$ cat src/rtl/gbm_pkg.sv
package gbm_pkg;
  typedef logic [7:0] page_t;

  typedef enum logic [1:0] {
    WK_INDEX  = 2'd0,
    WK_DATA   = 2'd1,
    WK_MIRROR = 2'd2,
    WK_NONE   = 2'd3
  } wr_kind_e;

  localparam int RAM_FLAG_BIT = 6;
  localparam int RAM_PAGE_W   = 3;

  function automatic wr_kind_e decode_wr(input logic [15:0] a);
    case ({a[15:13], a[0]})
      4'b1000: decode_wr = WK_INDEX;
      4'b1001: decode_wr = WK_DATA;
      4'b1010: decode_wr = WK_MIRROR;
      default: decode_wr = WK_NONE;
    endcase
  endfunction
endpackage

$ cat src/rtl/gbm_regs.sv
module gbm_regs
  import gbm_pkg::*;
#(
  parameter int N_WIDE   = 2,
  parameter int N_NARROW = 4
) (
  input  logic                     clk,
  input  logic                     rst_n,
  input  logic                     wr_en,
  input  logic [15:0]              wr_addr,
  input  logic [7:0]               wr_data,
  input  logic                     rom_present,
  input  logic                     four_screen,
  output logic [N_WIDE-1:0][7:0]   wide_q,
  output logic [N_NARROW-1:0][7:0] narrow_q,
  output logic                     swap_q,
  output logic                     mirror_h_q
);
  localparam int IDX_W = 3;

  wr_kind_e           kind;
  logic [IDX_W-1:0]   idx_q;
  logic [IDX_W-1:0]   idx_d;
  logic               swap_d;
  logic               idx_en;
  logic               data_ok;
  logic               mir_en;
  logic               mir_d;
  logic [3:0]         idx_unused;

  assign idx_unused = wr_data[6:3];

  always_comb begin
    kind    = decode_wr(wr_addr);
    idx_en  = wr_en && (kind == WK_INDEX);
    idx_d   = wr_data[IDX_W-1:0];
    swap_d  = wr_data[7];
    data_ok = wr_en && (kind == WK_DATA) && rom_present;
    mir_en  = wr_en && (kind == WK_MIRROR) && !four_screen;
    mir_d   = wr_data[0];
  end

  always_ff @(posedge clk or negedge rst_n) begin
    if (!rst_n) begin
      idx_q  <= '0;
      swap_q <= 1'b0;
    end else if (idx_en) begin
      idx_q  <= idx_d;
      swap_q <= swap_d;
    end
  end

  always_ff @(posedge clk or negedge rst_n) begin
    if (!rst_n)       mirror_h_q <= 1'b0;
    else if (mir_en)  mirror_h_q <= mir_d;
  end

  for (genvar w = 0; w < N_WIDE; w++) begin : g_wide
    logic       en;
    logic [7:0] d;
    always_comb begin
      en = data_ok && (idx_q == IDX_W'(w));
      d  = {wr_data[7:1], 1'b0};
    end
    always_ff @(posedge clk or negedge rst_n) begin
      if (!rst_n)  wide_q[w] <= 8'(2 * w);
      else if (en) wide_q[w] <= d;
    end
  end

  for (genvar n = 0; n < N_NARROW; n++) begin : g_narrow
    logic en;
    always_comb en = data_ok && (idx_q == IDX_W'(N_WIDE + n));
    always_ff @(posedge clk or negedge rst_n) begin
      if (!rst_n)  narrow_q[n] <= 8'(2 * N_WIDE + n);
      else if (en) narrow_q[n] <= wr_data;
    end
  end

  assert_norom_hold_R3: assert property (@(posedge clk) disable iff (!rst_n)
    (wr_en && kind == WK_DATA && !rom_present && idx_q < 3'd6)
      |=> ($stable(wide_q) && $stable(narrow_q)));

  assert_wide_even_R2: assert property (@(posedge clk) disable iff (!rst_n)
    (wr_en && kind == WK_DATA && idx_q < 3'd2)
      |=> (wide_q[0][0] == 1'b0 && wide_q[1][0] == 1'b0));

  assert_fourscreen_hold_R7: assert property (@(posedge clk) disable iff (!rst_n)
    (wr_en && kind == WK_MIRROR && four_screen) |=> $stable(mirror_h_q));

  assert_none_hold_R8: assert property (@(posedge clk) disable iff (!rst_n)
    (wr_en && kind == WK_NONE)
      |=> ($stable(wide_q) && $stable(narrow_q) && $stable(mirror_h_q) && $stable(swap_q)));
endmodule

$ cat src/rtl/gbm_page_sel.sv
module gbm_page_sel
  import gbm_pkg::*;
(
  input  logic [1:0][7:0] wide_q,
  input  logic [3:0][7:0] narrow_q,
  input  logic            swap,
  input  logic [2:0]      slot,
  output page_t           page
);
  logic [2:0] eff;

  always_comb begin
    eff = slot ^ {swap, 2'b00};
    if (!eff[2]) page = {wide_q[eff[1]][7:1], eff[0]};
    else         page = narrow_q[eff[1:0]];
  end
endmodule

$ cat src/rtl/gbm_page_xlate.sv
module gbm_page_xlate
  import gbm_pkg::*;
#(
  parameter int ROM_PAGES = 256
) (
  input  page_t page,
  output logic  ram_sel,
  output page_t phys
);
  localparam logic [7:0] ROM_MASK = 8'(ROM_PAGES - 1);
  localparam logic [7:0] RAM_MASK = 8'((1 << RAM_PAGE_W) - 1);

  always_comb begin
    ram_sel = page[RAM_FLAG_BIT];
    phys    = ram_sel ? (page & RAM_MASK) : (page & ROM_MASK);
  end
endmodule

$ cat src/rtl/gbm_chr_mapper.sv
module gbm_chr_mapper
  import gbm_pkg::*;
#(
  parameter int ROM_PAGES = 256,
  parameter int VA_W      = 13
) (
  input  logic                 clk,
  input  logic                 rst_n,
  input  logic                 cpu_wr,
  input  logic [15:0]          cpu_addr,
  input  logic [7:0]           cpu_data,
  input  logic                 chr_rom_present,
  input  logic                 four_screen,
  input  logic [VA_W-1:0]      vid_addr,
  output logic                 chr_ram_sel,
  output logic [7:0]           chr_page,
  output logic [VA_W+4:0]      chr_phys_addr,
  output logic                 mirror_horiz
);
  localparam int OFS_W = VA_W - 3;

  logic [1:0]      rst_sync;
  logic            rst_int_n;
  logic [1:0][7:0] wide_q;
  logic [3:0][7:0] narrow_q;
  logic            swap_q;
  page_t           page;

  always_ff @(posedge clk or negedge rst_n) begin
    if (!rst_n) rst_sync <= 2'b00;
    else        rst_sync <= {rst_sync[0], 1'b1};
  end
  assign rst_int_n = rst_sync[1];

  gbm_regs u_regs (
    .clk         (clk),
    .rst_n       (rst_int_n),
    .wr_en       (cpu_wr),
    .wr_addr     (cpu_addr),
    .wr_data     (cpu_data),
    .rom_present (chr_rom_present),
    .four_screen (four_screen),
    .wide_q      (wide_q),
    .narrow_q    (narrow_q),
    .swap_q      (swap_q),
    .mirror_h_q  (mirror_horiz)
  );

  gbm_page_sel u_sel (
    .wide_q   (wide_q),
    .narrow_q (narrow_q),
    .swap     (swap_q),
    .slot     (vid_addr[VA_W-1:OFS_W]),
    .page     (page)
  );

  gbm_page_xlate #(.ROM_PAGES(ROM_PAGES)) u_xlate (
    .page    (page),
    .ram_sel (chr_ram_sel),
    .phys    (chr_page)
  );

  assign chr_phys_addr = {chr_page, vid_addr[OFS_W-1:0]};

  assert_ram_range_R5: assert property (@(posedge clk) disable iff (!rst_int_n)
    chr_ram_sel |-> (chr_page[7:RAM_PAGE_W] == '0));

  assert_rom_range_R6: assert property (@(posedge clk) disable iff (!rst_int_n)
    !chr_ram_sel |-> (int'(chr_page) < ROM_PAGES));

  assert_offset_pass_R10: assert property (@(posedge clk) disable iff (!rst_int_n)
    chr_phys_addr[OFS_W-1:0] == vid_addr[OFS_W-1:0]);
endmodule

$ cat config.mk
export PLATFORM = sky130hd
export DESIGN_NAME = gbm_chr_mapper
export DESIGN_NICKNAME = d
export VERILOG_FILES = /design/src/rtl/gbm_pkg.sv /design/src/rtl/gbm_regs.sv /design/src/rtl/gbm_page_sel.sv /design/src/rtl/gbm_page_xlate.sv /design/src/rtl/gbm_chr_mapper.sv
export SDC_FILE = /design/constraint.sdc
export NUM_CORES = 1
export LEC_CHECK = 0
export BUFFER_PORTS_ARGS = -buffer_cell sky130_fd_sc_hd__buf_2
export CORE_ASPECT_RATIO = 1.5
export CORE_UTILIZATION = 45
export DETAILED_ROUTE_END_ITERATION = 7
export PLACE_DENSITY = 0.7
export REMOVE_ABC_BUFFERS = 1
export SLEW_MARGIN = 25
export SYNTH_ARGS = -nofsm -noshare
export SYNTH_HDL_FRONTEND = slang
export SYNTH_SLANG_ARGS = --single-unit
export TNS_END_PERCENT = 20
$ cat constraint.sdc
create_clock -name clk -period 3.4 [get_ports clk]
set_input_delay 0 -clock clk [delete_from_list [all_inputs] [get_ports clk]]
set_output_delay 0 -clock clk [all_outputs]
set_load 0.01 [all_outputs]
Word-level counts from Yosys, hierarchy flattened
Cells that the tools add are included.
{ "word_totals": {"register_bits": 53, "latchBits": 0, "ramBits": 0, "mem_bits_ro": 0, "output_inout_bits": 28, "wordCells": 44, "mem_count": 0} }
{ "op_classes": {"add_sub_neg": 0, "n_mul": 0, "n_div": 0, "magnitude_cmp": 2, "n_eq_ne": 10, "shift": 0, "muxes": 7, "bitwise": 1, "reduce_logical": 14} }
{ "op_table": {"columns": ["cell", "n"], "rows": [
  ["2-to-1 mux 8 bit", 5],
  ["binary-select mux 8 bit (select 2 bit)", 1],
  ["equality test 4 bit (second input constant)", 3],
  ["logical AND 1 bit", 11],
  ["equality test 3 x 2 -> 1 bit (second input constant)", 2],
  ["equality test 3 bit (second input constant)", 2],
  ["case mux 2 bit (3 select lines)", 1],
  ["equality test 3 x 1 -> 1 bit (second input constant)", 1],
  ["logical NOT 3 bit", 1],
  ["less-than comparator 2 x 3 -> 1 bit (second input constant)", 1],
  ["XOR 3 bit", 1],
  ["equality test 2 x 1 -> 1 bit (second input constant)", 1],
  ["equality test 2 bit (second input constant)", 1],
  ["logical NOT 2 bit", 1],
  ["less-than comparator 1 x 2 -> 1 bit (second input constant)", 1],
  ["logical NOT 1 bit", 1]
]} }

Depth between registers and ports, before layout
{ "logic_depth": {"depth_word": 6, "mapped_depth": 6, "mapped_depth_nobuf": 3} }

Hierarchy
From an unflattened synthesis, not the netlist that was laid out.
{ "hier_totals": {"hier_cells": 193, "hier_area_um2": 2743.9} }
{ "modules_own_cells": {"columns": ["mod", "instances", "cells_per_inst", "area_per_inst_um2", "seq_area_each_um2"], "rows": [
  ["gbm_regs", 1, 125, 2117.0, 1287.5],
  ["gbm_page_sel", 1, 37, 371.6, 0.0],
  ["gbm_chr_mapper", 1, 21, 188.9, 50.0],
  ["gbm_page_xlate", 1, 10, 66.3, 0.0]
]} }

Worst setup path before layout
OpenSTA, ideal clock, no wires.
{ "synth_timing": {"kind": "register to register", "startpoint": "register u_regs.idx_q[2]", "endpoint": "register u_regs.narrow_q[11] (netlist bit)", "setup_ns": 0.125, "arrival_ns": 1.463, "required_time_ns": 3.275, "path_slack_ns": 1.812, "path_stages_with_launch": 5, "path_buffers": 1, "synth_period_minus_slack_ns": 1.588, "path_cell_list": "dfrtp_1 -> nand2b_1 -> or4_4 -> buf_6 -> mux2_4"} }
{ "synth_between": {"elab_chain_len": 2} }
{ "synth_rtl": {"columns": ["element", "line", "text"], "rows": [
  ["start, declared", "gbm_regs.sv:22", "logic [IDX_W-1:0] idx_q;"],
  ["start signal, assigned", "gbm_regs.sv:48", "idx_q <= idx_d;"],
  ["equality test 3 x 2 -> 1 bit", "gbm_regs.sv:73", "always_comb en = data_ok && (idx_q == IDX_W'(N_WIDE + n));"],
  ["logical AND 1 bit", "gbm_regs.sv:73", null],
  ["end signal, assigned by index", "gbm_regs.sv:75", "if (!rst_n) narrow_q[n] <= 8'(2 * N_WIDE + n);"],
  ["end signal, assigned by index", "gbm_regs.sv:76", "else if (en) narrow_q[n] <= wr_data;"],
  ["end, declared", "gbm_regs.sv:15", "output logic [N_NARROW-1:0][7:0] narrow_q,"]
]} }
No other way between the ends.
A chain may end at the register's enable or synchronous reset.

Worst setup path in the final report
{ "layout_timing": {"startpoint": "register u_regs.idx_q[1]", "endpoint": "register u_regs.narrow_q[28] (netlist bit)"} }
{ "layout_between": {"elab_chain_len": 2} }
{ "layout_rtl": {"columns": ["element", "line"], "rows": [
  ["equality test 3 bit", "gbm_regs.sv:73"],
  ["logical AND 1 bit", "gbm_regs.sv:73"]
]} }
No other way between the ends.

==> metrics.txt <==
Power Dens Cells=between 400 and 500 nW/um^2; post-DP HPWL=about 3500 um; crit path buf inv count=0; Worst setup endpoint=u_regs.narrow_q[28]; die width=about 65 um; asr flop ratio synth=1.00; per-cell routed wire length=roughly 18 um; final setup fails=0; crit path from=u_regs.idx_q[1]; Cell Chain, Critical Path=nor4bb_1 > nand4_2 > mux2_2; Max Slew Vio Count=0; unrepaired setup endpoints after global routing=no; most common cell in the synthesized netlist=mux2_2; register area share after synthesis=0.498; n_diodes=0; CP Depth=3; clk slew on worst S/H paths=~90 ps; Final Hold Fails=0; DRT Pass-1 Iters=4; origin of the critical flop-to-flop path=u_regs.idx_q[1]; reg-to-reg slack, setup=approximately 1200 ps; IO buf count=35; leading register cell type out of synthesis=dfrtp_1; RR Endpoint=u_regs.narrow_q[28]; Total Routing Usage GR=0.180; I/O pins=70; GPL Wtd Cong=~0.75; EDFF count, synth=0; crit path max fanout=8; final wirelength=5070 um; Synth Register Bits=53; Syn Area/Cell=14.2 sq um; TritonCTS Buffers=5; status=finished clean; highest clock rate=0.446 GHz; synth warn=0; layout cells sized above 1=0.569; # nets final=between 200 and 300; worst r2r path cells=3; Detail Route Antenna Nets=0; global-route wire length before repair=roughly 8300 um; DRC=0; Layout Area Growth over Synthesis=7.40%; crit-path max cell delay=just over 800 ps; most frequent cells after synthesis=49 x mux2_2, 44 x dfrtp_1, 20 x buf_4; Least-Margin Pin Slew=roughly 930 ps; CTS tree=done; Root Driver=clkbuf_8; Max-slew headroom=0.369; routed vias=about 1600; Setup TNS=0 ps; DIE AREA=about 6300 sq um; Post-Syn Area=~2700 sq um; vias in the first global route=around 1700; largest net degree at the start of global routing=52; top cells by area, synth=dfrtp_1 41%, mux2_2 21%, dfstp_2 8.8%; # rows=34; family with the most delay on the worst path=simple AND/OR/NAND/NOR gates; Worst Skew=3.66 ps; Yosys cell types=36; min cycle time layout=approximately 2200 ps; critical path required time=3590 ps; Hold Path Cell Cnt=0; max cap viols=0; CP Capture Type=flop; Synth area leader=dfrtp_1; core area=a little under 6000 sq um; P_leak=roughly 1.5 nW; final worst-path cycle share=0.659; Post-Place Cell Area=around 2800 sq um; number of H-tree levels=2; grt ovf=0; Worst setup SP type=flop; Synth top area share=0.410; post-route cell area=2890 sq um; CTS Buffer Depth=2; Skew-Pair Late Insertion Delay=around 300 ps; cells after synthesis=around 190; die height=96.7 um; initial core utilization=0.465; VDD IR max=between 0.2 and 0.3 mV; via/cell ratio=approximately 5.5; CP max-delay cell=nor4bb_1; crit path kind=flop to flop; first-iteration detailed-routing DRC count=19; clock net sink count=53; critical path data arrival time=2430 ps; antenna violations before repair=0; Worst Hold Class=input pin to primary output
## stage by stage
stage | setup WS, ps | power [mW] | std cells | utilization | hold slack, ps
finish | 1160 | 1.30 | 281 | 0.499 | 0.133
global route | 1050 | 1.37 | 281 | 0.499 | 0.0907
CTS | 1150 | 1.32 | 281 | 0.499 | 0.229
detailed placement | 1170 | 0.980 | 270 | 0.480 | -214
global placement | 1250 | 0.971 | 270 | 0.479 | -215
floorplan | 1570 | 0.881 | 162 | - | -296
## layout by cell type (no fill, tap or decap), types with 2 or more instances in the layout
cell type and count:
nand4_2 2, conb_1 3, o21ai_0 2, dlygate4sd3_1 3, mux4_2 2, nand4b_1 4
mux2i_1 13, buf_2 35, nand2_1 2, dfrtp_1 43, mux2_4 8, clkbuf_1 3
mux2_2 49, o221ai_1 4, nand3b_4 2, clkbuf_8 5, dfstp_2 9
## worst min path at each step
stage / from / to / slack [ps]
floorplan: rst_n / rst_sync[0] / -300
global placement: rst_n / rst_sync[0] / -210
detailed placement: rst_n / rst_sync[0] / -210
CTS: vid_addr[0] / chr_phys_addr[0] / 0.2
global route: vid_addr[3] / chr_phys_addr[3] / 0.09
finish: vid_addr[0] / chr_phys_addr[0] / 0.1
## registers in the layout, summed over array words and instances, names as in the netlist
| register | cells |
|---|---|
| rst_sync | 2 |
| u_regs.swap_q | 1 |
| u_regs.mirror_h_q | 1 |
| u_regs.wide_q | 14 |
| u_regs.idx_q | 3 |
| u_regs.narrow_q | 32 |
## layout make-up
| class | count | area, sq um |
|---|---|---|
| repair buffers | 39 | 213 |
| inverters | 1 | 3.75 |
| flip-flops and latches | 53 | 1340 |
| clock buffers | 8 | 80.1 |
| multi-input cells | 108 | 1160 |
| well taps | 72 | 90.1 |
| fillers | 533 | 2900 |
## where the power goes
part | total [mW] | switching [mW] | internal, mW
combinational | 0.224 | 0.110 | 0.114
sequential | 0.743 | 0.0496 | 0.693
clock | 0.338 | 0.191 | 0.147
total | 1.30 | 0.351 | 0.954
## cell families (layout without fill, tap and decap cells)
group / count (synthesis) / after routing / synth area share
buf+inv: 29 / 48 / 0.0726
other cells: 2 / 3 / 0.00279
xor+xnor: 1 / 1 / 0.00326
simple gates: 22 / 22 / 0.0815
mux: 72 / 72 / 0.315
flops: 53 / 53 / 0.498
compound gates: 10 / 10 / 0.0270
## metal layers
layer,up-vias,share of wire,GRT usage
met1,790,0.44,0.228
li1,706,-,-
met2,49,0.49,0.280
met5,-,0,0.0357
met4,0,0.015,0.0753
met3,8,0.058,0.0531
## repair_timing
action	CTS	global route
setup endpoints to repair	0	0
hold buffers	3	0
endpoints found under the hold margin	3	0
buffers inserted	0	0
resized for setup	0	0
(Power assumes the default switching activity.)
